## config.mk

```make
export PLATFORM = sky130hd
export DESIGN_NAME = usb_cmd_engine
export DESIGN_NICKNAME = d
export VERILOG_FILES = /design/src/rtl/usb_cmd_pkg.sv /design/src/rtl/usb_frame_latch.sv /design/src/rtl/usb_irq_gate.sv /design/src/rtl/usb_cmd_seq.sv /design/src/rtl/usb_cmd_engine.sv
export SDC_FILE = /design/constraint.sdc
export NUM_CORES = 1
export LEC_CHECK = 0
export BUFFER_PORTS_ARGS = -buffer_cell sky130_fd_sc_hd__buf_4
export CAP_MARGIN = 40
export CORE_MARGIN = 1
export CORE_UTILIZATION = 49
export CTS_CLUSTER_DIAMETER = 200
export CTS_CLUSTER_SIZE = 12
export DETAILED_ROUTE_END_ITERATION = 7
export PLACE_DENSITY = 0.84
export SLEW_MARGIN = 0
export SYNTH_ARGS = -nofsm -noshare
export SYNTH_HDL_FRONTEND = slang
export SYNTH_SLANG_ARGS = --single-unit
```

## constraint.sdc

```tcl
create_clock -name clk -period 1.6 [get_ports clk]
set_input_delay 0.08 -clock clk [delete_from_list [all_inputs] [get_ports clk]]
set_output_delay 0.08 -clock clk [all_outputs]
set_load 0.01 [all_outputs]
```

## src/rtl/usb_cmd_pkg.sv

```systemverilog
package usb_cmd_pkg;

    typedef enum logic [2:0] {
        ST_IDLE,
        ST_MODE_WR,
        ST_CFG_WR,
        ST_FRM_LO,
        ST_FRM_HI
    } cmd_state_t;

    localparam int NUM_EP_CLASSES = 6;

endpackage

```

## src/rtl/usb_frame_latch.sv

```systemverilog
module usb_frame_latch #(
    parameter int FRAME_W = 11
) (
    input  logic               clk,
    input  logic               rst_n,
    input  logic               sof_valid,
    input  logic [FRAME_W-1:0] sof_frame,
    output logic [FRAME_W-1:0] frame_q
);

    always_ff @(posedge clk or negedge rst_n) begin
        if (!rst_n) begin
            frame_q <= '0;
        end else if (sof_valid) begin
            frame_q <= sof_frame;
        end
    end

endmodule

```

## src/rtl/usb_irq_gate.sv

```systemverilog
module usb_irq_gate #(
    parameter int NUM_CLASSES = 6,
    parameter int CLASS_W     = 3
) (
    input  logic                   clk,
    input  logic                   rst_n,
    input  logic                   done,
    input  logic                   nak,
    input  logic [CLASS_W-1:0]     cls,
    input  logic [NUM_CLASSES-1:0] nak_en,
    output logic                   irq
);

    logic [NUM_CLASSES-1:0] hit;

    for (genvar g = 0; g < NUM_CLASSES; g++) begin : g_class
        assign hit[g] = done && (cls == CLASS_W'(g)) && (!nak || nak_en[g]);
    end

    always_ff @(posedge clk or negedge rst_n) begin
        if (!rst_n) begin
            irq <= 1'b0;
        end else begin
            irq <= |hit;
        end
    end

endmodule

```

## src/rtl/usb_cmd_seq.sv

```systemverilog
module usb_cmd_seq
    import usb_cmd_pkg::*;
#(
    parameter logic [7:0] CMD_MODE  = 8'hF3,
    parameter logic [7:0] CMD_CFG   = 8'hD8,
    parameter logic [7:0] CMD_FRAME = 8'hF5,
    parameter int         FRAME_W   = 11,
    parameter int         MODE_W    = 7
) (
    input  logic               clk,
    input  logic               rst_n,
    input  logic               cmd_wr,
    input  logic [7:0]         cmd_code,
    input  logic               dat_wr,
    input  logic [7:0]         dat_wdata,
    input  logic               dat_rd,
    input  logic               bus_reset,
    input  logic [FRAME_W-1:0] frame_now,
    output logic [MODE_W-1:0]  mode_q,
    output logic               cfg_q,
    output logic [7:0]         rd_data,
    output logic               rd_valid
);

    localparam int HI_W  = FRAME_W - 8;
    localparam int PAD_W = 8 - HI_W;

    cmd_state_t         state, state_nx;
    logic [FRAME_W-1:0] snap;
    logic [7:0]         rd_byte;

    // Next-state decode
    always_comb begin
        state_nx = state;
        if (cmd_wr) begin
            case (cmd_code)
                CMD_MODE:  state_nx = ST_MODE_WR;
                CMD_CFG:   state_nx = ST_CFG_WR;
                CMD_FRAME: state_nx = ST_FRM_LO;
                default:   state_nx = ST_IDLE;
            endcase
        end else begin
            unique case (state)
                ST_IDLE:    state_nx = ST_IDLE;
                ST_MODE_WR: if (dat_wr) state_nx = ST_IDLE;
                ST_CFG_WR:  if (dat_wr) state_nx = ST_IDLE;
                ST_FRM_LO:  if (dat_rd) state_nx = ST_FRM_HI;
                ST_FRM_HI:  if (dat_rd) state_nx = ST_IDLE;
                default:    state_nx = ST_IDLE;
            endcase
        end
    end

    // State register
    always_ff @(posedge clk or negedge rst_n) begin
        if (!rst_n) begin
            state <= ST_IDLE;
        end else begin
            state <= state_nx;
        end
    end

    // Byte returned for a read in the current state
    always_comb begin
        unique case (state)
            ST_FRM_LO: rd_byte = snap[7:0];
            ST_FRM_HI: rd_byte = {{PAD_W{1'b0}}, snap[FRAME_W-1:8]};
            default:   rd_byte = 8'h00;
        endcase
    end

    // Outputs and held data
    always_ff @(posedge clk or negedge rst_n) begin
        if (!rst_n) begin
            mode_q   <= '0;
            cfg_q    <= 1'b0;
            snap     <= '0;
            rd_data  <= 8'h00;
            rd_valid <= 1'b0;
        end else begin
            rd_valid <= dat_rd;
            if (dat_rd) begin
                rd_data <= rd_byte;
            end
            if (cmd_wr && cmd_code == CMD_FRAME) begin
                snap <= frame_now;
            end
            if (!cmd_wr && dat_wr && state == ST_MODE_WR) begin
                mode_q <= dat_wdata[MODE_W-1:0];
            end
            if (bus_reset) begin
                cfg_q <= 1'b0;
            end else if (!cmd_wr && dat_wr && state == ST_CFG_WR) begin
                cfg_q <= dat_wdata[0];
            end
        end
    end

endmodule

```

## src/rtl/usb_cmd_engine.sv

```systemverilog
module usb_cmd_engine
    import usb_cmd_pkg::*;
#(
    parameter logic [7:0] CMD_MODE  = 8'hF3,
    parameter logic [7:0] CMD_CFG   = 8'hD8,
    parameter logic [7:0] CMD_FRAME = 8'hF5,
    parameter int         FRAME_W   = 11,
    parameter int         CLASS_W   = 3
) (
    input  logic               clk,
    input  logic               rst_n,
    input  logic               cmd_wr,
    input  logic [7:0]         cmd_code,
    input  logic               dat_wr,
    input  logic [7:0]         dat_wdata,
    input  logic               dat_rd,
    output logic [7:0]         rd_data,
    output logic               rd_valid,
    input  logic               sof_valid,
    input  logic [FRAME_W-1:0] sof_frame,
    input  logic               bus_reset,
    input  logic               suspend,
    input  logic               xfer_done,
    input  logic               xfer_nak,
    input  logic [CLASS_W-1:0] xfer_class,
    output logic               ep_irq,
    output logic               clk_req,
    output logic               up_led_n,
    output logic [NUM_EP_CLASSES:0] mode_out,
    output logic               cfg_out
);

    localparam int MODE_W = NUM_EP_CLASSES + 1;

    logic [FRAME_W-1:0] frame_q;

    usb_frame_latch #(.FRAME_W(FRAME_W)) i_frame (
        .clk       (clk),
        .rst_n     (rst_n),
        .sof_valid (sof_valid),
        .sof_frame (sof_frame),
        .frame_q   (frame_q)
    );

    usb_cmd_seq #(
        .CMD_MODE  (CMD_MODE),
        .CMD_CFG   (CMD_CFG),
        .CMD_FRAME (CMD_FRAME),
        .FRAME_W   (FRAME_W),
        .MODE_W    (MODE_W)
    ) i_seq (
        .clk       (clk),
        .rst_n     (rst_n),
        .cmd_wr    (cmd_wr),
        .cmd_code  (cmd_code),
        .dat_wr    (dat_wr),
        .dat_wdata (dat_wdata),
        .dat_rd    (dat_rd),
        .bus_reset (bus_reset),
        .frame_now (frame_q),
        .mode_q    (mode_out),
        .cfg_q     (cfg_out),
        .rd_data   (rd_data),
        .rd_valid  (rd_valid)
    );

    usb_irq_gate #(
        .NUM_CLASSES (NUM_EP_CLASSES),
        .CLASS_W     (CLASS_W)
    ) i_irq (
        .clk    (clk),
        .rst_n  (rst_n),
        .done   (xfer_done),
        .nak    (xfer_nak),
        .cls    (xfer_class),
        .nak_en (mode_out[MODE_W-1:1]),
        .irq    (ep_irq)
    );

    assign clk_req  = mode_out[0] || !suspend;
    assign up_led_n = !(cfg_out && !suspend);

endmodule

```

* After elaboration in Yosys (flattened, before gate mapping)
Index checks and enable logic that the tools add are counted.
** Storage, ports and cells
- Register bits :: 43
- Input bits :: 40
- Logic and storage cells :: 65
** Cells by class
- Eq/ne operators :: 15
- Muxes and demuxes :: 9
- Reductions and logical operators :: 33
** Operators with widths (count)
- 8-bit == test, second input constant :: 3
- 1-bit logical AND :: 17
- 8-bit case mux with 2 select lines :: 1
- 3-bit by 2-bit == test with 1-bit output, second input constant :: 4
- 3-bit 2-to-1 mux :: 4
- 3-bit == test, second input constant :: 3
- 3-bit case mux with 3 select lines :: 1
- 1-bit logical OR :: 7
- 3-bit by 1-bit == test with 1-bit output, second input constant :: 2
- 3-bit inequality test, second input constant :: 2
- 2-bit case mux with 3 select lines :: 1
- 6-bit OR reduction :: 1
- 1-bit zero test :: 4
- 3-bit zero test :: 1
- 3-bit by 1-bit inequality test with 1-bit output, second input constant :: 1
- 3-bit AND reduction :: 1
- 1-bit 2-to-1 mux :: 2
- 2-bit nonzero test :: 1
- 2-bit OR reduction :: 1

* Logic depth before layout (Yosys ltp)
- Word-level depth :: 5
- Mapped depth :: 4

* Hierarchy
A second synthesis with hierarchy kept.
** Unflattened totals
- Cells, all modules :: 136
- Area, all modules :: 1859.3 um^2
** Modules (own cells, without submodules)
- usb_cmd_seq :: times used 1, cells each 101, area an instance 1308.8 um^2
- usb_frame_latch :: times used 1, cells each 23, area an instance 447.9 um^2
- usb_irq_gate :: times used 1, cells each 10, area an instance 90.1 um^2
- usb_cmd_engine :: times used 1, cells each 2, area an instance 12.5 um^2

* Least setup slack after synthesis
No wires, ideal clock.
- Path type :: register to register
- Start point :: reg i_seq.state[2]
- End point :: reg i_seq.mode_q[0]
- Setup time :: 125 ps
- Arrival :: 1154 ps
- Data required time :: 1475 ps
- Slack :: 322 ps
- Stages on the path, launching flop included :: 4
- Period minus slack after synthesis :: 1278 ps
- Cells stage by stage :: dfrtp_1 -> nor2_1 -> nand4b_2 -> mux2_2
** Between the ends
- Longest elaborated chain between the ends :: 2
** RTL lines
- start, declared :: RTL line usb_cmd_seq.sv:28 : cmd_state_t state, state_nx;
- start signal, assigned :: RTL line usb_cmd_seq.sv:59 : state <= state_nx;
- 3-bit by 1-bit == test with 1-bit output :: RTL line usb_cmd_seq.sv:88 : if (!cmd_wr && dat_wr && state == ST_MODE_WR) begin
- 1-bit logical AND :: RTL line usb_cmd_seq.sv:88
- end signal, assigned :: RTL line usb_cmd_seq.sv:89 : mode_q <= dat_wdata[MODE_W-1:0];
- end, declared :: RTL line usb_cmd_seq.sv:19 : output logic [MODE_W-1:0] mode_q,
No other way between the ends.
A chain may end at the register's enable or synchronous reset.

* Worst setup path in the final report
- Start point :: in cmd_wr
- End point :: reg i_seq.snap[8]
** Between the ends
- Longest elaborated chain between the ends :: 1
** RTL lines
- start, declared :: RTL line usb_cmd_engine.sv:12 : input logic cmd_wr,
- 1-bit logical AND :: RTL line usb_cmd_seq.sv:85 : if (cmd_wr && cmd_code == CMD_FRAME) begin
- end signal, assigned :: RTL line usb_cmd_seq.sv:86 : snap <= frame_now;
- end, declared :: RTL line usb_cmd_seq.sv:29 : logic [FRAME_W-1:0] snap;
No other way between the ends.

==> impl_metrics.json <==
{
  "grt_pass1_vias": 1376,
  "synth.ff_latch_count": 43,
  "ir_drop_v": 0.0006173,
  "max-cap-violations": 0,
  "slew_headroom_pct": 64.96,
  "syn2layout_area_growth_pct": 33.84,
  "clockBufferDepth": 2,
  "outcome": "finished clean",
  "hold_class": "primary input to flop",
  "port_buffers": 58,
  "setup_viol_count_final": 0,
  "report.final.slew_viol_count": 0,
  "cts_tree": "yes",
  "die_h_um": 62.68,
  "pre_cts_slack_ns": 0.2955,
  "total_power_mw": 2.090,
  "synth_cell_types": 31,
  "power.switching_fraction_pct": 22.30,
  "routed_wl_um": 3615,
  "syn_inst": 139,
  "internal_power_mw": 1.624,
  "root_buffer": "clkbuf_8",
  "path_max_fanout": 11,
  "finClkSkew_ns": 0.01089,
  "clk_latency_ns": 0.30,
  "fin_ws_ns": 0.1319,
  "slowest_stage": "dlygate4sd3_1",
  "final_cell_mix": "buf_4 (60), dfrtp_1 (43), mux2_2 (29)",
  "cp.arrival_ns": 1.65,
  "timing_worst_slew_pin_value_ns": 0.5256,
  "h-tree-depth": 2,
  "synthArstFlopShare_pct": 100.0,
  "worstSetupStartpointType": "primary input",
  "final_util_pct": 70.16,
  "synthesis.nets": 179,
  "row_count": 21,
  "gp_congestion": 0.7740,
  "period_minus_slack_ns": 1.468,
  "syn_area_sq_um": 1804,
  "dpl.hpwl_um": 2637,
  "seq_power_share_pct": 56.2,
  "yosys.area.top_type_share_pct": 59.64,
  "antenna_found_initial": 0,
  "layout-drive-gt1-share_pct": 49.27,
  "tns_ns": 0,
  "cts_num_sinks": 43,
  "cp_top_family": "buffers and inverters",
  "cp-startpoint": "cmd_wr",
  "avgSynthCellArea_sq_um": 12.98,
  "fmax_mhz": 681.2,
  "synth_top_cell_by_area": "dfrtp_1",
  "final_cells": 251,
  "antenna_cells": 0,
  "rsz0062_at_grt": "false",
  "grt_pass1_wl_um": 6361,
  "drc_errors": 0,
  "powerDensity_nw_per_um2": 865.6,
  "start_util_pct": 52.42,
  "grtUsageTotal_pct": 21.13,
  "drtPass1Iterations": 4,
  "cts_setup_buffers": 0,
  "ys_seq_area_share_pct": 59.64,
  "hold_slack_ns": 0.01663,
  "cp.required_ns": 1.78,
  "synth.area.top_cells": "dfrtp_1 (60%), mux2_2 (18%), a21oi_1 (1.7%)",
  "comb_power_share_pct": 11.4,
  "p_sw_mw": 0.4662,
  "dp.cells": 240,
  "synthFlopType": "dfrtp_1",
  "final_common_cell": "buf_4",
  "coreArea_sq_um": 3442,
  "crit_type": "primary input to flop",
  "hold_viol": 0,
  "ios": 60,
  "cts_buffers": 5,
  "drt-vias-per-instance": 5.363,
  "die_w_um": 62.68,
  "overflow": 0,
  "grt_max_degree": 44,
  "hp-start": "sof_frame[9]",
  "clk_pin_slew_ns": 0.07,
  "final_nets": 245,
  "synth-edff-count": 0,
  "drtIter0Drc": 50,
  "cp.buffers_inverters": 3,
  "num_vias": 1346,
  "reg2reg_from": "i_seq.state[2]$_DFFE_PN0P_",
  "worstPathCellList": "dlygate4sd3_1 -> buf_4 -> nand4_1 -> nor3_2 -> buf_4 -> mux2_2",
  "power_leakage_nw": 1.180,
  "crit_top_cell": "buf_4",
  "drtAntennaViolNets": 0,
  "final_area_sq_um": 2415,
  "dieArea_sq_um": 3929,
  "crit_path_end_kind": "flop",
  "clockPowerShare_pct": 32.4,
  "wire_per_inst_um": 14.40,
  "yosysWarnings": 0,
  "post_dp_cell_area_sq_um": 2287,
  "fin_crit_sh_pct": 91.75,
  "crit_path_max_incr_delay_ns": 0.53
}
sequential cells by signal, indices dropped and copies added, names as in the netlist:
signal           flops
i_frame.frame_q     11
i_seq.rd_valid       1
i_seq.snap          11
i_seq.state          3
i_seq.mode_q         7
i_irq.irq            1
i_seq.rd_data        8
i_seq.cfg_q          1
synthesized netlist by cell type (2+ instances only):
cell / count
nand4_1: 2
a21oi_1: 6
nor2_1: 5
o21ai_0: 6
mux2i_1: 2
a22oi_1: 3
nand3_1: 6
dfrtp_1: 43
inv_1: 8
a31o_2: 2
buf_2: 2
mux2_2: 29
clkbuf_1: 2
nand2b_1: 4
nand2_1: 3
power by group through the flow:
stage | sequential, mW | clock (mW) | combinational [mW]
floorplan | 1.19 | 0 | 0.0858
global placement | 1.19 | 0 | 0.222
detailed placement | 1.20 | 0 | 0.234
CTS | 1.17 | 0.696 | 0.242
global route | 1.18 | 0.746 | 0.263
finish | 1.17 | 0.678 | 0.239
routing by layer:
layer	global-route usage, %	vias up	wire, um
met5	0	-	0
met4	7.849	0	54
met3	7.299	6	264
met2	35.60	53	1821
met1	24.82	658	1474
li1	-	629	-
logic make-up (layout without fill, tap and decap cells):
logic type | count (synthesis) | in the layout | synth area share (%)
multiplexers | 31 | 31 | 19.21
XOR/XNOR | 1 | 1 | 0.4855
buffers and inverters | 13 | 79 | 3.052
AO/OA/AOI/OAI | 21 | 21 | 7.421
AND/OR/NAND/NOR | 30 | 30 | 10.19
flip-flops | 43 | 43 | 59.64
worst register-to-register path: stages, from the launching register on:
cell and delay (ns):
dfrtp_1 0.40, nor2_1 0.19, nand4b_2 0.26, mux2_2 0.35
path summary, 6_finish.rpt:
path                                                       end  slack [ns]  cells past startpoint
worst max-delay path                 i_seq.snap[8]$_DFFE_PN0P_        0.13                      6
worst min-delay path            i_frame.frame_q[9]$_DFFE_PN0P_        0.02                      2
worst max register to register     i_seq.mode_q[1]$_DFFE_PN0P_        0.28                      3
worst min register to register    i_seq.rd_data[7]$_DFFE_PN0P_        0.50                      2
max in group asynchronous            i_seq.snap[7]$_DFFE_PN0P_        0.92                      2
min in group asynchronous          i_seq.mode_q[5]$_DFFE_PN0P_        0.32                      2
cell type report:
class                      count  area [sq um]
multi-input combinational     83         673.1
tap                           46         57.56
fill                         251          1027
clock buffer                   6         82.58
sequential                    43          1076
clock inverter                 1         5.005
inverter                       8         30.03
timing repair buffer          64         490.5
repair_timing:
| item | 4_1_cts | 5_1_grt |
|---|---|---|
| hold buffers | 4 | 0 |
| resized for setup | 0 | 0 |
| endpoints found under the hold margin | 46 | 0 |
Power figures use the tool's default switching activity.
